==> config.mk <==
export PLATFORM = sky130hd
export DESIGN_NAME = pinfunc_mux
export DESIGN_NICKNAME = d
export VERILOG_FILES = /design/src/rtl/pmx_pkg.sv /design/src/rtl/pmx_regbank.sv /design/src/rtl/pmx_pin_eval.sv /design/src/rtl/pmx_prio_pick.sv /design/src/rtl/pinfunc_mux.sv
export SDC_FILE = /design/constraint.sdc
export NUM_CORES = 1
export LEC_CHECK = 0
export ABC_AREA = 1
export BUFFER_PORTS_ARGS = -buffer_cell sky130_fd_sc_hd__buf_2
export CORE_MARGIN = 3
export CORE_UTILIZATION = 54
export DETAILED_ROUTE_END_ITERATION = 16
export PLACE_DENSITY_LB_ADDON = 0.12
export SYNTH_ARGS = -nofsm -noshare
export SYNTH_HDL_FRONTEND = slang
export SYNTH_SLANG_ARGS = --single-unit
==> constraint.sdc <==
create_clock -name clk -period 4.5 [get_ports clk]
set_input_delay 0.9 -clock clk [delete_from_list [all_inputs] [get_ports clk]]
set_output_delay 0.9 -clock clk [all_outputs]
set_load 0.05 [all_outputs]
==> src/rtl/pmx_pkg.sv <==
package pmx_pkg;
  localparam int REG_W    = 32;
  localparam int BE_W     = REG_W / 8;
  localparam int NUM_CFG  = 4;
  localparam int SRC_W    = 3;
  localparam int ADDR_W   = $clog2(NUM_CFG + 1) < 3 ? 3 : $clog2(NUM_CFG + 1);
  localparam int NUM_PINS = 8;
  localparam int NUM_LVL  = 5;
  localparam int SEL_W    = NUM_LVL + 1;
  localparam int CODE_W   = $clog2(SEL_W);
  localparam int EXPR_MAX = 3;
  localparam int DESC_MAX = 3;
  localparam int N_EXPR   = NUM_PINS * NUM_LVL * EXPR_MAX;
  localparam int N_DESC   = N_EXPR * DESC_MAX;
  localparam int SRC_WORDS_W = (NUM_CFG + 1) * REG_W;

  typedef struct packed {
    logic             used;
    logic [SRC_W-1:0] src;
    logic [REG_W-1:0] mask;
    logic [REG_W-1:0] val;
  } desc_t;

  typedef desc_t [N_DESC-1:0] desc_tab_t;
  typedef logic  [N_EXPR-1:0] expr_tab_t;

  function automatic int e_idx(int p, int l, int e);
    return (p * NUM_LVL + l) * EXPR_MAX + e;
  endfunction

  function automatic int d_idx(int p, int l, int e, int d);
    return e_idx(p, l, e) * DESC_MAX + d;
  endfunction

  function automatic desc_t mk(int src, int lsb, int width, int val);
    desc_t r;
    r.used = 1'b1;
    r.src  = SRC_W'(src);
    r.mask = ((REG_W'(1) << width) - REG_W'(1)) << lsb;
    r.val  = REG_W'(val);
    return r;
  endfunction

  function automatic int low_bit(logic [REG_W-1:0] m);
    int r;
    r = 0;
    for (int i = REG_W - 1; i >= 0; i--) if (m[i]) r = i;
    return r;
  endfunction

  // Source 0..3 are configuration words, source 4 is the strap word.
  function automatic desc_tab_t default_descs();
    desc_tab_t t;
    t = '0;
    t[d_idx(0,0,0,0)] = mk(0, 1, 1, 1);
    t[d_idx(1,0,0,0)] = mk(2, 20, 1, 1);
    t[d_idx(1,1,0,0)] = mk(0, 6, 1, 1);
    t[d_idx(2,0,0,0)] = mk(0, 9, 1, 1);
    t[d_idx(2,0,1,0)] = mk(4, 14, 1, 1);
    t[d_idx(3,0,0,0)] = mk(0, 27, 1, 1);
    t[d_idx(3,1,0,0)] = mk(1, 13, 1, 1);
    t[d_idx(3,1,1,0)] = mk(4, 19, 1, 0);
    t[d_idx(4,0,0,0)] = mk(3, 2, 1, 1);
    t[d_idx(4,0,0,1)] = mk(0, 16, 1, 1);
    t[d_idx(4,0,0,2)] = mk(2, 30, 1, 0);
    t[d_idx(4,1,0,0)] = mk(3, 2, 1, 1);
    t[d_idx(4,1,0,1)] = mk(0, 16, 1, 1);
    t[d_idx(4,1,0,2)] = mk(2, 30, 1, 1);
    for (int e = 0; e < 3; e++) begin
      t[d_idx(5,0,e,0)] = mk(2, 4, 2, e + 1);
      t[d_idx(5,0,e,1)] = mk(1, 18, 1, 1);
    end
    t[d_idx(5,1,0,0)] = mk(1, 18, 1, 1);
    t[d_idx(6,0,0,0)] = mk(2, 4, 2, 3);
    t[d_idx(6,0,0,1)] = mk(1, 21, 1, 1);
    t[d_idx(6,1,0,0)] = mk(1, 21, 1, 1);
    t[d_idx(7,0,0,0)] = mk(3, 8, 1, 1);
    t[d_idx(7,2,0,0)] = mk(3, 10, 1, 1);
    t[d_idx(7,4,0,0)] = mk(3, 11, 2, 2);
    return t;
  endfunction

  function automatic expr_tab_t default_expr_en();
    expr_tab_t x;
    x = '0;
    x[e_idx(0,0,0)] = 1'b1;
    x[e_idx(1,0,0)] = 1'b1;
    x[e_idx(1,1,0)] = 1'b1;
    x[e_idx(2,0,0)] = 1'b1;
    x[e_idx(2,0,1)] = 1'b1;
    x[e_idx(3,0,0)] = 1'b1;
    x[e_idx(3,1,0)] = 1'b1;
    x[e_idx(3,1,1)] = 1'b1;
    x[e_idx(4,0,0)] = 1'b1;
    x[e_idx(4,1,0)] = 1'b1;
    x[e_idx(5,0,0)] = 1'b1;
    x[e_idx(5,0,1)] = 1'b1;
    x[e_idx(5,0,2)] = 1'b1;
    x[e_idx(5,1,0)] = 1'b1;
    x[e_idx(6,0,0)] = 1'b1;
    x[e_idx(6,1,0)] = 1'b1;
    x[e_idx(7,0,0)] = 1'b1;
    x[e_idx(7,2,0)] = 1'b1;
    x[e_idx(7,4,0)] = 1'b1;
    return x;
  endfunction
endpackage

==> src/rtl/pmx_regbank.sv <==
module pmx_regbank
  import pmx_pkg::*;
(
  input  logic                   clk,
  input  logic                   rst_n,
  input  logic                   wr_en,
  input  logic [ADDR_W-1:0]      wr_addr,
  input  logic [REG_W-1:0]       wr_data,
  input  logic [BE_W-1:0]        wr_be,
  input  logic [ADDR_W-1:0]      rd_addr,
  output logic [REG_W-1:0]       rd_data,
  input  logic [REG_W-1:0]       strap_in,
  output logic [SRC_WORDS_W-1:0] src_words
);
  logic [REG_W-1:0] cfg_q [NUM_CFG];

  for (genvar i = 0; i < NUM_CFG; i++) begin : g_reg
    always_ff @(posedge clk) begin
      if (!rst_n) begin
        cfg_q[i] <= '0;
      end else if (wr_en && wr_addr == ADDR_W'(i)) begin
        for (int b = 0; b < BE_W; b++)
          if (wr_be[b]) cfg_q[i][b*8 +: 8] <= wr_data[b*8 +: 8];
      end
    end
    assign src_words[i*REG_W +: REG_W] = cfg_q[i];

    // a full-width write lands one cycle later
    a_r2_full_write: assert property (@(posedge clk) disable iff (!rst_n)
      (wr_en && wr_addr == ADDR_W'(i) && (&wr_be)) |=> cfg_q[i] == $past(wr_data));
    // registers not addressed keep their value
    a_r2_hold: assert property (@(posedge clk) disable iff (!rst_n)
      !(wr_en && wr_addr == ADDR_W'(i)) |=> $stable(cfg_q[i]));
    // cleared when reset releases
    a_r1_reset_clear: assert property (@(posedge clk) disable iff (!rst_n)
      $rose(rst_n) |-> cfg_q[i] == '0);
  end

  assign src_words[NUM_CFG*REG_W +: REG_W] = strap_in;

  always_comb begin
    rd_data = '0;
    for (int i = 0; i < NUM_CFG; i++)
      if (rd_addr == ADDR_W'(i)) rd_data = cfg_q[i];
    if (rd_addr == ADDR_W'(NUM_CFG)) rd_data = strap_in;
  end
endmodule

==> src/rtl/pmx_pin_eval.sv <==
module pmx_pin_eval
  import pmx_pkg::*;
#(
  parameter int        PIN     = 0,
  parameter desc_tab_t DESCS   = default_descs(),
  parameter expr_tab_t EXPR_EN = default_expr_en()
) (
  input  logic [SRC_WORDS_W-1:0] src_words,
  output logic [NUM_LVL-1:0]     lvl_act
);
  logic unused_src;
  assign unused_src = ^src_words;

  for (genvar l = 0; l < NUM_LVL; l++) begin : g_lvl
    logic [EXPR_MAX-1:0] expr_hit;
    for (genvar e = 0; e < EXPR_MAX; e++) begin : g_expr
      logic [DESC_MAX-1:0] d_hit;
      for (genvar d = 0; d < DESC_MAX; d++) begin : g_desc
        localparam desc_t D  = DESCS[d_idx(PIN, l, e, d)];
        localparam int    SH = low_bit(D.mask);
        if (D.used) begin : g_cmp
          logic [REG_W-1:0] word;
          logic [REG_W-1:0] field;
          assign word     = src_words[int'(D.src)*REG_W +: REG_W];
          assign field    = (word & D.mask) >> SH;
          assign d_hit[d] = (field == D.val);
        end else begin : g_none
          assign d_hit[d] = 1'b1;
        end
      end
      assign expr_hit[e] = EXPR_EN[e_idx(PIN, l, e)] & (&d_hit);
    end
    assign lvl_act[l] = |expr_hit;
  end
endmodule

==> src/rtl/pmx_prio_pick.sv <==
module pmx_prio_pick
  import pmx_pkg::*;
(
  input  logic               clk,
  input  logic               rst_n,
  input  logic [NUM_LVL-1:0] lvl_act,
  output logic [SEL_W-1:0]   onehot,
  output logic [CODE_W-1:0]  code
);
  logic blocked;

  always_comb begin
    blocked = 1'b0;
    onehot  = '0;
    for (int l = 0; l < NUM_LVL; l++) begin
      onehot[l] = lvl_act[l] & ~blocked;
      blocked   = blocked | lvl_act[l];
    end
    onehot[NUM_LVL] = ~blocked;
  end

  always_comb begin
    code = '0;
    for (int s = 0; s < SEL_W; s++)
      if (onehot[s]) code = CODE_W'(s);
  end

  // exactly one winner per pin
  a_r7_one_winner: assert property (@(posedge clk) disable iff (!rst_n)
    $countones(onehot) == 1);
  // level 0 beats everything
  a_r7_top_wins: assert property (@(posedge clk) disable iff (!rst_n)
    lvl_act[0] |-> code == '0);
  // fallback when every level is idle
  a_r8_fallback: assert property (@(posedge clk) disable iff (!rst_n)
    (lvl_act == '0) |-> (onehot[NUM_LVL] && code == CODE_W'(NUM_LVL)));
endmodule

==> src/rtl/pinfunc_mux.sv <==
module pinfunc_mux
  import pmx_pkg::*;
#(
  parameter desc_tab_t DESCS   = default_descs(),
  parameter expr_tab_t EXPR_EN = default_expr_en()
) (
  input  logic                       clk,
  input  logic                       rst_n,
  input  logic                       wr_en,
  input  logic [ADDR_W-1:0]          wr_addr,
  input  logic [REG_W-1:0]           wr_data,
  input  logic [BE_W-1:0]            wr_be,
  input  logic [ADDR_W-1:0]          rd_addr,
  output logic [REG_W-1:0]           rd_data,
  input  logic [REG_W-1:0]           strap_in,
  input  logic [NUM_PINS*SEL_W-1:0]  sig_in,
  output logic [NUM_PINS*SEL_W-1:0]  sel_onehot,
  output logic [NUM_PINS*CODE_W-1:0] sel_code,
  output logic [NUM_PINS-1:0]        pin_out
);
  logic [SRC_WORDS_W-1:0] src_words;

  pmx_regbank u_regs (
    .clk       (clk),
    .rst_n     (rst_n),
    .wr_en     (wr_en),
    .wr_addr   (wr_addr),
    .wr_data   (wr_data),
    .wr_be     (wr_be),
    .rd_addr   (rd_addr),
    .rd_data   (rd_data),
    .strap_in  (strap_in),
    .src_words (src_words)
  );

  for (genvar p = 0; p < NUM_PINS; p++) begin : g_pin
    logic [NUM_LVL-1:0] lvl_act;
    logic [SEL_W-1:0]   oh;
    logic [CODE_W-1:0]  cd;

    pmx_pin_eval #(.PIN(p), .DESCS(DESCS), .EXPR_EN(EXPR_EN)) u_eval (
      .src_words (src_words),
      .lvl_act   (lvl_act)
    );

    pmx_prio_pick u_pick (
      .clk     (clk),
      .rst_n   (rst_n),
      .lvl_act (lvl_act),
      .onehot  (oh),
      .code    (cd)
    );

    assign sel_onehot[p*SEL_W +: SEL_W]   = oh;
    assign sel_code[p*CODE_W +: CODE_W]   = cd;
    assign pin_out[p] = |(oh & sig_in[p*SEL_W +: SEL_W]);

    // routed bit is the candidate named by the code
    a_r10_route: assert property (@(posedge clk) disable iff (!rst_n)
      pin_out[p] == sig_in[p*SEL_W + int'(cd)]);
  end
endmodule

==> summary.txt, run 1 <==
Die
  • Initial Util: 0.557
  • IO Pins: 237
  • Die W: 118 um
  • # rows: 40
  • Die ar.: roughly 0.014 sq mm
  • Core Region: 0.0121 sq mm
  • Die Y: 118 um

Yosys
  • Post-Synth Adder-Cell Area: 0
  • Seq/Total Area, Yosys: 0.570
  • Largest family of logic cells by synthesized area: simple AND/OR/NAND/NOR gates
  • Distinct cells, synth: 19
  • Synth Area in Compound Gates: 0.00816
  • Synth Area in Simple Gates: 0.302
  • Post-synth top area share: 0.570
  • Gate count after technology mapping: 779
  • Flops & latches, synth: 128
  • Yosys top cell by area: edfxtp_1
  • Post-synthesis mux area share: 0
  • Netlist area before placement: between 0.006 and 0.007 sq mm
  • Top cells by area, synth: edfxtp_1, nor2_1, nand2_1
  • Syn_area_per_cell: around 8.7 sq um
  • Xor and xnor area share after synthesis: 0
  • Yosys warns: 0

Finish
  • Top flop regs: u_regs.cfg_q (128)
  • Final nets: between 1k and 1.5k
  • Final instance area: 0.00815 sq mm
  • Max reg flops: 128
  • Most frequent cells in the layout: nor2_1, buf_2, nand2_1, edfxtp_1, inv_1
  • Area Overhead vs Synth: 20.8%
  • Largest Register: u_regs.cfg_q
  • Final Util: 0.673
  • Commonest non-fill, non-tap cell in the layout: nor2_1
  • Layout cells sized above 1: 0.235

GRT
  • Grt peak-use layer: met2
  • Met1 usage: 0.292
  • M3 GR Usage: 0.0649
  • Initial antenna violation count: 2
  • Met2 usage: 0.453
  • Gr usage total: 0.255
  • Vias in the first global route: around 5.7k
  • Largest net degree at the start of global routing: 36
  • First-pass GRT wire length: ~28,000 um
  • Total grt overflow: 0

Worst setup path
  • Crit path buffers/inverters: 4
  • CP endpoint: rd_data[2]
  • WP depth: 7
  • Critical path cell sequence: buf_2 > inv_1 > nor3_4 > buf_4 > nand2_1 > nand3_1 > buf_2
  • Max incr delay on CP: between 0.5 and 0.6 ns
  • WS Path Type: primary input to output port
  • Critical path required time: about 3.6 ns
  • Slowest stage cell, crit path: buf_2
  • CP most frequent cell: buf_2
  • Worst Path Arrival: 2.77 ns
  • Crit path from: rd_addr[0]
  • CP delay by family, top: buffers and inverters
  • CP startpoint kind: primary input
  • Critical Path End Type: output port
  • CP max FO: 35

Clocking
  • CTS Root Cell: clkbuf_16
  • Post-CTS Hold Buffers: 0
  • Setup bufs post-CTS: 0
  • Total CTS buffers: 17
  • CTS resizes: 0
  • CTS sink cnt: between 100 and 150
  • CTS max path bufs: 2
  • CTS tree: yes
  • # H-tree levels: 4
  • Clk slew on worst S/H paths: approximately 0.050 ns

Routing
  • Iter 0 DRT Violations: about 290
  • DRC viols: 0
  • ANT nets after route: 0
  • First-pass detailed-route iteration total: 5
  • Routed wire per std cell: 15.6 um
  • DRT Wirelength: approximately 18,000 um
  • Via count: 5,834
  • Vias per Instance: 5.18

Job
  • Max-capacitance violation count: 0

Timing
  • Minimum clock period: ~3.7 ns
  • Setup TNS: 0 ns
  • Final setup violation count: 0
  • Slew Viols, Final: 0
  • Final hold vios: 0
  • Relative slew slack: 0.120
  • Actual slew at the worst max-slew pin: 1.31 ns
  • Unrepaired setup endpoints after global routing: no
  • Fin crit share: 0.815
  • Fmax: 0.273 GHz

Power
  • Pleak: ~3.9 nW
  • PwrDens: a little under 400 mW/mm^2
  • Worst vdd ir: 219 uV

Placed design
  • HPWL after detailed placement: 12,100 um
  • DP Area: 0.00761 sq mm
  • RePlAce Congestion: 0.825
  • IO Port Bufs: 179

Hold path
  • Min-Delay Path Class: primary input to flip-flop

Run status
  • Status: finished clean
==> metal layers <==
metal  vias up  wire (um)
met5         -         13
met4         2        372
met3        34       1660
met2       316       9100
met1      2682       6400
li1       2800          -
==> how the worst min path moves through the flow <==
| stage | depth (start not counted) | endpoint | slack, ns | start |
|---|---|---|---|---|
| 2_1_floorplan | 2 | u_regs.cfg_q[0][0] | 1.14 | wr_data[0] |
| 3_3_place_gp | 3 | u_regs.cfg_q[3][30] | 1.24 | wr_data[30] |
| 3_5_place_dp | 3 | u_regs.cfg_q[2][1] | 1.25 | wr_data[1] |
| 4_1_cts | 3 | u_regs.cfg_q[2][14] | 0.83 | wr_data[14] |
| 5_1_grt | 3 | u_regs.cfg_q[3][26] | 0.85 | wr_data[26] |
| 6_report | 3 | u_regs.cfg_q[0][14] | 0.84 | wr_data[14] |
==> through the flow <==
| step | setup slack [ns] | std cells | total power (W) | hold WS, ns |
|---|---|---|---|---|
| floorplan | 1.37 | 810 | 0.00187 | 1.14 |
| global placement | 0.860 | 1094 | 0.00200 | 1.24 |
| detailed placement | 0.827 | 1094 | 0.00201 | 1.25 |
| CTS | 0.827 | 1126 | 0.00322 | 0.832 |
| global route | 0.708 | 1127 | 0.00333 | 0.849 |
| finish | 0.834 | 1127 | 0.00321 | 0.842 |
==> worst min-delay path, stage by stage <==
cell	delay (ns)
buf_2	0.07
inv_1	0.06
nor2_1	0.10
==> final cells by class <==
cell class | count | area [sq um]
Sequential cell | 128 | 3840
Antenna cell | 1 | 2.50
Inverter | 86 | 323
Clock inverter | 12 | 95.1
Timing Repair Buffer | 192 | 1010
Multi-Input combinational cell | 520 | 2230
Fill cell | 989 | 3960
Clock buffer | 20 | 437
Tap cell | 168 | 210
==> power by group <==
group | internal [W] | switching (W) | total [W]
sequential | 0.00138 | 0.0000260 | 0.00141
clock | 0.000749 | 0.000475 | 0.00122
combinational | 0.000121 | 0.000458 | 0.000579
total | 0.00225 | 0.000959 | 0.00321
==> cells by family (layout without fill, tap and decap cells) <==
| group | after synthesis | in the layout |
|---|---|---|
| AO/OA/AOI/OAI | 11 | 11 |
| AND/OR/NAND/NOR | 477 | 477 |
| flip-flops | 128 | 128 |
| buffers and inverters | 162 | 310 |
| other | 1 | 33 |
==> synth_stat cells <==
cell and count:
nor3_2 2, clkbuf_1 7, nor2_1 206, buf_2 16, nand3b_1 1, nor3_1 1, nand4_1 37, inv_1 86
nor3_4 2, a21oi_1 3, nand3_1 82, nor2_4 1, nand2_1 144, edfxtp_1 128, buf_1 6, o21ai_0 8
buf_4 47, and2_1 1, conb_1 1
Note: power is estimated with default switching activity, not from simulation.
==> run 2, diff against run 1 <==
Settings changed: ABC_AREA 1 to 0, CORE_UTILIZATION 54 to 46.
Clock period 4.5 ns to 3.1 ns, I/O delays scaled along.
==> summary.txt, run 2 <==
Run status
  • Status: finished clean (unchanged)

Routing
  • Routed wire per std cell: 17.9 um (was 15.6 um)
  • DRC viols: 0 (unchanged)
  • Via count: 5,048 (was 5,834)
  • DRT Wirelength: 17,300 um (was 17,500 um)
  • Iter 0 DRT Violations: 408 (was 286)
  • First-pass detailed-route iteration total: 5 (unchanged)
  • Vias per Instance: 5.21 (was 5.18)
  • ANT nets after route: 0 (unchanged)

Timing
  • Final setup violation count: 0 (unchanged)
  • Slew Viols, Final: 0 (unchanged)
  • Fin crit share: 0.894
  • Minimum clock period: 2.77 ns
  • Relative slew slack: 0.468 (was 0.120)
  • Fmax: 0.361 GHz
  • Worst hold slack: 0.522 ns (was 0.842 ns)
  • Actual slew at the worst max-slew pin: 0.787 ns (was 1.31 ns)
  • Setup TNS: 0 ns (unchanged)
  • Unrepaired setup endpoints after global routing: no (unchanged)
  • Final hold vios: 0 (unchanged)

Power
  • Internal power: 0.00346 W (was 0.00225 W)
  • Pleak: 3.41 nW (was 3.88 nW)
  • Clock Power Share: 0.397 (was 0.381)
  • Combinational share of power: 0.175 (was 0.180)
  • Worst vdd ir: 413 uV (was 219 uV)
  • PwrDens: 579 mW/mm^2 (was 394 mW/mm^2)
  • Sw power: 0.00133 W (was 0.000959 W)
  • Seq pwr share: 0.429 (was 0.439)
  • Sw Ratio: 0.278 (was 0.298)

Die
  • # rows: 44 (was 40)
  • Core Region: 0.0146 sq mm (was 0.0121 sq mm)
  • Die W: 128 um (was 118 um)
  • IO Pins: 237 (unchanged)
  • Die Y: 128 um (was 118 um)
  • Die ar.: 0.0164 sq mm (was 0.0139 sq mm)
  • Initial Util: 0.470 (was 0.557)

Finish
  • Layout Cells excl Fill: 968 (was 1,127)
  • Most frequent cells in the layout: buf_2, and2_1, edfxtp_1, nand2_1, nor2_1 (was nor2_1, buf_2, nand2_1, edfxtp_1, inv_1)
  • Commonest non-fill, non-tap cell in the layout: buf_2 (was nor2_1)
  • # fillers: 1,268 (was 989)
  • Area Overhead vs Synth: 20.4% (was 20.8%)
  • Largest Register: u_regs.cfg_q (unchanged)
  • Top flop regs: u_regs.cfg_q (128) (unchanged)
  • Max reg flops: 128 (unchanged)
  • Final nets: 897 (was 1,070)
  • Layout cells sized above 1: 0.324 (was 0.235)

GRT
  • Largest net degree at the start of global routing: 36 (unchanged)
  • Initial antenna violation count: 2 (unchanged)
  • Gr usage total: 0.208 (was 0.255)
  • First-pass GRT wire length: 25,900 um (was 27,700 um)
  • Total grt overflow: 0 (unchanged)
  • Vias in the first global route: 4,950 (was 5,698)

Yosys
  • Main synth FF type: edfxtp_1 (unchanged)
  • Post-synth top area share: 0.560 (was 0.570)
  • Yosys top cell by area: edfxtp_1 (unchanged)
  • Most numerous cell in the Yosys netlist: and2_1 (was nor2_1)
  • Flops & latches, synth: 128 (unchanged)
  • Distinct cells, synth: 35 (was 19)
  • Yosys warns: 0 (unchanged)
  • Seq/Total Area, Yosys: 0.560 (was 0.570)
  • FFs w/ async S/R, synth: 0 (unchanged)
  • Gate count after technology mapping: 606 (was 779)
  • Syn_area_per_cell: 11.3 sq um (was 8.66 sq um)
  • Netlist area before placement: 0.00686 sq mm (was 0.00675 sq mm)
  • Post-synth EDFFs: 128 (unchanged)
  • Synth cell count leaders: and2_1, edfxtp_1, nand2_1, nor2_1, buf_4 (was nor2_1, nand2_1, edfxtp_1, inv_1, nand3_1)
  • Top cells by area, synth: edfxtp_1, and2_1, mux2_2 (was edfxtp_1, nor2_1, nand2_1)

Clocking
  • CTS sink cnt: 128 (unchanged)
  • Setup bufs post-CTS: 0 (unchanged)
  • Total CTS buffers: 17 (unchanged)
  • CTS tree: yes (unchanged)
  • Post-CTS Hold Buffers: 0 (unchanged)
  • CTS max path bufs: 2 (unchanged)
  • Clk slew on worst S/H paths: 0.05 ns (about the same)
  • CTS resizes: 0 (unchanged)
  • # H-tree levels: 4 (unchanged)
  • CTS Root Cell: clkbuf_16 (unchanged)

Worst setup path
  • CP delay by family, top: buffers and inverters (unchanged)
  • CP max FO: 35 (unchanged)
  • CP startpoint kind: primary input (unchanged)
  • Critical path cell sequence: buf_2 > or3b_2 > buf_4 > a31oi_1 > buf_2 (was buf_2 > inv_1 > nor3_4 > buf_4 > nand2_1 > nand3_1 > buf_2)
  • CP most frequent cell: buf_2 (unchanged)
  • Max incr delay on CP: 0.50 ns (was 0.58 ns)
  • Critical Path End Type: output port (unchanged)
  • Critical path required time: 2.48 ns (was 3.60 ns)
  • Worst Path Arrival: 2.15 ns (was 2.77 ns)
  • WS Path Type: primary input to output port (unchanged)
  • Slowest stage cell, crit path: or3b_2 (was buf_2)
  • Crit path buffers/inverters: 3 (was 4)

Hold path
  • Hold Crit Start: wr_data[18] (was wr_data[14])
  • Min-Delay Path Class: primary input to flip-flop (unchanged)
  • Hold depth: 2 (was 3)
  • Hold path endpoint: u_regs.cfg_q[0][18] (was u_regs.cfg_q[0][14])

Job
  • Max-capacitance violation count: 0 (unchanged)

Placed design
  • RePlAce Congestion: 0.734 (was 0.825)
  • IO Port Bufs: 179 (unchanged)
  • HPWL after detailed placement: 12,200 um (was 12,100 um)
  • Placed instance count: 937 (was 1,094)
==> run 2: cell types whose count changed after synthesis, sizes merged, moves of 4 or more <==
cell / previous run / this run
inv: 86 / 11
nand4: 37 / 1
o21ai: 8 / 4
nand2b: 0 / 5
nor2: 207 / 56
mux2: 0 / 33
nand2: 144 / 69
nand3: 82 / 1
mux2i: 0 / 5
and2: 1 / 130
a31oi: 0 / 31
buf: 69 / 65
a32oi: 0 / 31
nor2b: 0 / 5
==> run 2: final cells by class <==
type                    instances  area [sq um]  area share
well taps                     184           230      0.0279
clock inverters                 9           119      0.0144
multi-input cells             424          2570       0.311
flip-flops and latches        128          3840       0.465
repair buffers                190          1020       0.123
inverters                      11          41.3     0.00500
clock buffers                  20           437      0.0528
diodes                          2          5.00    0.000606
==> run 2: power by group through the flow <==
stage / Sequential, W / Clock, W / Combinational (W)
2_1_floorplan: 0.00207 / 0 / 0.000657
3_3_place_gp: 0.00208 / 0 / 0.000835
3_5_place_dp: 0.00209 / 0 / 0.000841
4_1_cts: 0.00205 / 0.00192 / 0.000844
5_1_grt: 0.00206 / 0.00200 / 0.000888
6_report: 0.00205 / 0.00190 / 0.000836
==> run 2: routing by layer <==
metal  wire [um]  track usage
met5           7            0
met4         112       0.0493
met3        1290       0.0600
met2        8680        0.349
met1        7230        0.269
==> run 2: worst max-delay path by stage <==
stage,endpoint,slack (ns),depth (start not counted),start
final,rd_data[31],0.33,5,rd_addr[0]
after global routing,rd_data[31],0.26,5,rd_addr[0]
after CTS,rd_data[31],0.30,5,rd_addr[0]
after global placement,rd_data[31],0.31,5,rd_addr[0]
after floorplan,rd_data[10],0.26,5,rd_addr[1]
after detailed placement,rd_data[31],0.31,5,rd_addr[0]
==> run 2: metrics by stage <==
step	setup WS [ns]	power [W]	area, sq um	utilization
2_1_floorplan	0.259	0.00273	6980	-
3_3_place_gp	0.306	0.00292	7700	0.528
3_5_place_dp	0.306	0.00293	7700	0.528
4_1_cts	0.299	0.00481	8260	0.566
5_1_grt	0.257	0.00495	8260	0.566
6_report	0.328	0.00479	8260	0.566
==> run 2: kinds of logic after synthesis <==
group	Yosys count	synth area share
buffers and inverters	85	0.0835
other	1	0.000546
AND/OR/NAND/NOR	281	0.215
flip-flops	128	0.560
AO/OA/AOI/OAI	72	0.0760
multiplexers	39	0.0647
